### src/rtl/acmp_pkg.sv
package acmp_pkg;
  localparam int unsigned OFF_TGT_LO = 12'h200;
  localparam int unsigned OFF_TGT_HI = 12'h204;
  localparam int unsigned OFF_STEP   = 12'h208;
  localparam int unsigned OFF_CTRL   = 12'h240;
  localparam int unsigned OFF_STAT   = 12'h244;
  localparam int unsigned OFF_IEN    = 12'h248;
  localparam int unsigned OFF_ACK    = 12'h24C;

  localparam int unsigned N_ACK = 4;
  // acknowledge bit positions: target lo, target hi, step, control
  localparam int unsigned ACK_POS [N_ACK] = '{0, 1, 2, 16};

  typedef struct packed {
    logic step_mode;
    logic armed;
  } ctrl_t;
endpackage

### src/rtl/acmp_ack.sv
module acmp_ack #(
  parameter int unsigned DATA_W = 32
) (
  input  logic                         clk,
  input  logic                         rst_n,
  input  logic [acmp_pkg::N_ACK-1:0]   wr_src,
  input  logic                         clr_wr,
  input  logic [DATA_W-1:0]            clr_mask,
  output logic [DATA_W-1:0]            ack_vec
);
  import acmp_pkg::*;

  logic [N_ACK-1:0] ack_q;

  generate
    for (genvar gi = 0; gi < N_ACK; gi++) begin : g_ack
      always_ff @(posedge clk or negedge rst_n) begin
        if (!rst_n)
          ack_q[gi] <= 1'b0;
        else if (wr_src[gi])
          ack_q[gi] <= 1'b1;
        else if (clr_wr && clr_mask[ACK_POS[gi]])
          ack_q[gi] <= 1'b0;
      end
    end
  endgenerate

  always_comb begin
    ack_vec = '0;
    for (int k = 0; k < N_ACK; k++) ack_vec[ACK_POS[k]] = ack_q[k];
  end
endmodule

### src/rtl/acmp_target.sv
module acmp_target #(
  parameter int unsigned CNT_W  = 64,
  parameter int unsigned DATA_W = 32
) (
  input  logic              clk,
  input  logic              rst_n,
  input  logic              wr_lo,
  input  logic              wr_hi,
  input  logic              wr_step,
  input  logic [DATA_W-1:0] wdata,
  input  logic [CNT_W-1:0]  count,
  input  logic              armed,
  input  logic              step_mode,
  output logic [CNT_W-1:0]  tgt_val,
  output logic [DATA_W-1:0] step_val,
  output logic              hit
);
  localparam int unsigned HI_W = CNT_W - DATA_W;

  logic [CNT_W-1:0] tgt_q;
  logic [CNT_W-1:0] tgt_sum;
  logic [DATA_W-1:0] step_q;

  assign hit     = armed && (count == tgt_q);
  assign tgt_sum = tgt_q + CNT_W'(step_q);

  always_ff @(posedge clk or negedge rst_n) begin
    if (!rst_n) begin
      tgt_q <= '0;
    end else if (wr_lo || wr_hi) begin
      if (wr_lo) tgt_q[DATA_W-1:0]     <= wdata;
      if (wr_hi) tgt_q[CNT_W-1:DATA_W] <= wdata[HI_W-1:0];
    end else if (hit && step_mode) begin
      tgt_q <= tgt_sum;
    end
  end

  always_ff @(posedge clk or negedge rst_n) begin
    if (!rst_n)       step_q <= '0;
    else if (wr_step) step_q <= wdata;
  end

  assign tgt_val  = tgt_q;
  assign step_val = step_q;
endmodule

### src/rtl/acmp_flag.sv
module acmp_flag (
  input  logic clk,
  input  logic rst_n,
  input  logic hit,
  input  logic clr_req,
  input  logic ien_wr,
  input  logic ien_bit,
  output logic flag_q,
  output logic ien_q,
  output logic irq
);
  always_ff @(posedge clk or negedge rst_n) begin
    if (!rst_n)       flag_q <= 1'b0;
    else if (hit)     flag_q <= 1'b1;
    else if (clr_req) flag_q <= 1'b0;
  end

  always_ff @(posedge clk or negedge rst_n) begin
    if (!rst_n)      ien_q <= 1'b0;
    else if (ien_wr) ien_q <= ien_bit;
  end

  assign irq = flag_q & ien_q;
endmodule

### src/rtl/acmp_top.sv
module acmp_top #(
  parameter int unsigned CNT_W  = 64,
  parameter int unsigned DATA_W = 32,
  parameter int unsigned ADDR_W = 12
) (
  input  logic              clk,
  input  logic              rst_n,
  input  logic              reg_wr,
  input  logic [ADDR_W-1:0] reg_addr,
  input  logic [DATA_W-1:0] reg_wdata,
  output logic [DATA_W-1:0] reg_rdata,
  input  logic [CNT_W-1:0]  count_in,
  output logic              irq
);
  import acmp_pkg::*;

  logic wr_lo, wr_hi, wr_step, wr_ctrl, wr_stat, wr_ien, wr_ack;
  logic st_clr;
  ctrl_t ctrl_q;
  logic [CNT_W-1:0]  tgt_val;
  logic [DATA_W-1:0] step_val;
  logic [DATA_W-1:0] ack_vec;
  logic hit, flag_q, ien_q;

  assign wr_lo   = reg_wr && (reg_addr == ADDR_W'(OFF_TGT_LO));
  assign wr_hi   = reg_wr && (reg_addr == ADDR_W'(OFF_TGT_HI));
  assign wr_step = reg_wr && (reg_addr == ADDR_W'(OFF_STEP));
  assign wr_ctrl = reg_wr && (reg_addr == ADDR_W'(OFF_CTRL));
  assign wr_stat = reg_wr && (reg_addr == ADDR_W'(OFF_STAT));
  assign wr_ien  = reg_wr && (reg_addr == ADDR_W'(OFF_IEN));
  assign wr_ack  = reg_wr && (reg_addr == ADDR_W'(OFF_ACK));
  assign st_clr  = wr_stat && reg_wdata[0];

  always_ff @(posedge clk or negedge rst_n) begin
    if (!rst_n) begin
      ctrl_q <= '0;
    end else if (wr_ctrl) begin
      ctrl_q.armed     <= reg_wdata[0];
      ctrl_q.step_mode <= reg_wdata[1];
    end
  end

  acmp_target #(.CNT_W(CNT_W), .DATA_W(DATA_W)) u_target (
    .clk(clk), .rst_n(rst_n),
    .wr_lo(wr_lo), .wr_hi(wr_hi), .wr_step(wr_step),
    .wdata(reg_wdata), .count(count_in),
    .armed(ctrl_q.armed), .step_mode(ctrl_q.step_mode),
    .tgt_val(tgt_val), .step_val(step_val), .hit(hit)
  );

  acmp_flag u_flag (
    .clk(clk), .rst_n(rst_n), .hit(hit), .clr_req(st_clr),
    .ien_wr(wr_ien), .ien_bit(reg_wdata[0]),
    .flag_q(flag_q), .ien_q(ien_q), .irq(irq)
  );

  acmp_ack #(.DATA_W(DATA_W)) u_ack (
    .clk(clk), .rst_n(rst_n),
    .wr_src({wr_ctrl, wr_step, wr_hi, wr_lo}),
    .clr_wr(wr_ack), .clr_mask(reg_wdata), .ack_vec(ack_vec)
  );

  always_comb begin
    reg_rdata = '0;
    case (reg_addr)
      ADDR_W'(OFF_TGT_LO): reg_rdata = tgt_val[DATA_W-1:0];
      ADDR_W'(OFF_TGT_HI): reg_rdata = DATA_W'(tgt_val[CNT_W-1:DATA_W]);
      ADDR_W'(OFF_STEP):   reg_rdata = step_val;
      ADDR_W'(OFF_CTRL):   reg_rdata = DATA_W'(ctrl_q);
      ADDR_W'(OFF_STAT):   reg_rdata = DATA_W'(flag_q);
      ADDR_W'(OFF_IEN):    reg_rdata = DATA_W'(ien_q);
      ADDR_W'(OFF_ACK):    reg_rdata = ack_vec;
      default:             reg_rdata = '0;
    endcase
  end
endmodule

### config.mk
export PLATFORM = sky130hd
export DESIGN_NAME = acmp_top
export DESIGN_NICKNAME = d
export VERILOG_FILES = /design/src/rtl/acmp_pkg.sv /design/src/rtl/acmp_ack.sv /design/src/rtl/acmp_target.sv /design/src/rtl/acmp_flag.sv /design/src/rtl/acmp_top.sv
export SDC_FILE = /design/constraint.sdc
export NUM_CORES = 1
export LEC_CHECK = 0
export ABC_CLOCK_PERIOD_IN_PS = 7600
export BUFFER_PORTS_ARGS = -buffer_cell sky130_fd_sc_hd__buf_2
export CAP_MARGIN = 20
export CORE_UTILIZATION = 60
export CTS_CLUSTER_SIZE = 8
export DETAILED_ROUTE_END_ITERATION = 16
export PLACE_DENSITY = 0.91
export SYNTH_ARGS = -nofsm -noshare
export SYNTH_HDL_FRONTEND = slang
export SYNTH_HIERARCHICAL = 1
export SYNTH_SLANG_ARGS = --single-unit
### constraint.sdc
create_clock -name clk -period 7.6 [get_ports clk]
set_input_delay 0.76 -clock clk [delete_from_list [all_inputs] [get_ports clk]]
set_output_delay 0.76 -clock clk [all_outputs]
set_load 0.03 [all_outputs]
==> results.txt <==
post_cts resized - 0
Non-Filler Instances - 1367
clock share of power - 0.422
Residual DRC - 0
vias in the first global route - 8683
fill cell count - 1222
critical path data required time - 7.86 ns
Tightest Pin Transition - 1.12 ns
leak pwr - 4.58 nW
setup violators final - 0
Buffers on Ports - 143
DRT Pass-1 Iters - 9
share of cells above drive strength 1 - 0.190
post-synthesis average cell area - 8.30 um^2
Total GRT Usage - 0.417
RSZ-0062 raised after global routing - no
wire per inst - 23.1 um
CTS HTree Levels - 3
net switching fraction of the power - 0.251
setup TNS - 0 ns
Worst Setup Start Kind - input pin
largest net degree at the start of global routing - 61
Layout area overhead - 11.4%
grt ovf - 0
Switch Pwr - 0.000292 W
Slew Viols, Final - 0
Fin. Hold Viols - 0
register area share after synthesis - 0.291
RR Startpoint - u_target/tgt_val[0]
R2R Setup Slk - 3.31 ns
I/O Pins - 144
number of routed nets with antenna violations - 0
VDD IR max - 0.108 mV
TritonCTS clock tree - yes
worst skew pair latency - 0.37 ns
list of most frequent post-synthesis cells - 104 x dfrtp_1, 99 x nand2_1, 92 x nor2_1
Comb power frac - 0.096
Synth top area share - 0.291
CTS max path bufs - 2
Ys Warns - 6
Mapped Area - 0.00895 mm^2
worst r2r dst - u_target/tgt_val[32]
postcts setup bufs - 0
CTS clock-pin slew for the worst setup and hold paths - 0.07 ns
CP Class - input pin to flip-flop
PwrDens - 117 mW/mm^2
DP HPWL - 23100 um
most instantiated library cell after synthesis - dfrtp_1
outcome - finished clean
DRT Wirelength - 31600 um
Synth cell types - 77
Vias - 9386
Multi-input gate area - 0.00591 mm^2
Clock Root Buffer - clkbuf_16
HP Class - input pin to asynchronous set/reset pin
fin nets - 1323
sequential power share - 0.482
Worst setup EP type - flip-flop
CTS Hold Bufs - 0
slew margin rel. - 0.253
Core Area - 0.0145 mm^2
Post-synth EDFFs - 0
Starting Density - 0.616
clock sink total - 104
final worst-path cycle share - 0.586
fmax - 224 MHz
post-synthesis async set-or-reset flop share - 1.00
std cell rows - 44
cell accounting for the most synthesized area - dfrtp_1
CP max FO - 32
dominant cells by area after synthesis - dfrtp_1 29%, xnor2_1 6.7%, ha_1 4.5%
die width - 124 um
FF+latch count, synth - 104
dpl cells - 1349
min cycle time layout - 4.46 ns
first-pass GRT wire length - 47400 um
max_cap viols - 0
Final Skew - 0.00885 ns
GPL Wtd Cong - 0.989
top_reg_cell synth - dfrtp_1
register area - 0.00260 mm^2
post-DR vias/cell - 6.87
die area - 0.0154 mm^2
CTS Buf Count - 9
final core utilization - 0.686
initial antenna violation count - 0
worst r2r path cells - 10
Die Y - 124 um
Data arrival, critical path - 4.72 ns
synthesized instance count - 1078
Initial DRC Count - 1323
Int Power - 0.000870 W
==> worst max path at each step <==
stage / cells after the start / endpoint / slack, ns / startpoint
final: 10 / u_target/tgt_val[63] / 3.14 / reg_addr[0]
after global routing: 10 / u_target/tgt_val[53] / 3.00 / reg_addr[0]
after CTS: 10 / u_target/tgt_val[63] / 3.25 / reg_addr[0]
after detailed placement: 10 / u_target/tgt_val[33] / 2.90 / reg_addr[0]
after global placement: 10 / u_target/tgt_val[55] / 2.97 / reg_addr[0]
after floorplan: 14 / u_target/tgt_val[43] / 3.82 / reg_addr[0]
==> layout by cell type, fill, tap and decap left out, drive strengths merged, types with 14 or more instances in the layout <==
master / n
conb: 28
mux2i: 36
buf: 153
dfrtp: 104
inv: 25
a21o: 24
ha: 32
mux2: 36
xor2: 16
nor2: 92
and3: 14
nand4: 41
and2: 14
nand3: 21
o21ai: 65
a22oi: 36
xnor2: 68
nand2: 99
a21oi: 67
nor3: 22
a31oi: 28
==> metrics by stage <==
step	setup slack, ns	area, um^2	hold slack, ns	power (W)
2_1_floorplan	3.82	9050	0.450	0.000622
3_3_place_gp	2.97	9620	0.460	0.000679
3_5_place_dp	2.90	9620	0.469	0.000680
4_1_cts	3.25	9910	0.441	0.00116
5_1_grt	3.00	9970	0.473	0.00119
6_report	3.14	9970	0.424	0.00116
==> state kept, by name, summed over array words and instances (netlist names) <==
name               cells
u_target/tgt_val      64
u_target/step_val     32
u_flag/ien_q           1
ctrl_q                 2
u_ack/ack_vec          4
u_flag/flag_q          1
==> metal layers <==
metal  global-route usage  vias to the layer above  part of all wire
met5                    0                        -                 0
met4                0.211                        0             0.052
met3                0.108                      120              0.13
met2                0.616                      715              0.43
met1                0.562                     4422              0.39
li1                     -                     4129                 -
==> power by group through the flow <==
stage | clock, W | combinational (W) | sequential, W
6_report | 0.000490 | 0.000112 | 0.000560
5_1_grt | 0.000509 | 0.000119 | 0.000560
4_1_cts | 0.000487 | 0.000110 | 0.000560
3_5_place_dp | 0 | 0.000109 | 0.000571
3_3_place_gp | 0 | 0.000108 | 0.000571
2_1_floorplan | 0 | 0.0000522 | 0.000569
==> kinds of logic (layout without fill, tap and decap cells) <==
kind of cell	count (synthesis)	count (layout)	share of synthesized area
AND/OR/NAND/NOR	361	361	0.203
AO/OA/AOI/OAI	307	307	0.225
buffers and inverters	116	193	0.0657
flip-flops	104	104	0.291
XOR/XNOR	84	84	0.0822
multiplexers	72	72	0.0860
adder cells (fa/ha/maj)	33	33	0.0470
other	1	29	0.000419
==> cell type report <==
| cell class | instances | share of cell area |
|---|---|---|
| multi-input combinational | 885 | 0.593 |
| sequential | 104 | 0.261 |
| timing repair buffer | 154 | 0.0841 |
| clock buffer | 11 | 0.0253 |
| tap | 184 | 0.0231 |
| inverter | 25 | 0.00941 |
| clock inverter | 3 | 0.00427 |
| antenna | 1 | 0.000251 |
==> critical path, cell delays in order <==
cell      delay [ns]
buf_2           0.09
or4_1           0.64
or3_4           0.41
or3_4           0.56
nor2_1          0.63
inv_1           0.18
nand2_2         0.56
or4_4           0.40
a211oi_1        0.13
a311oi_1        0.31
(Power assumes the default switching activity.)
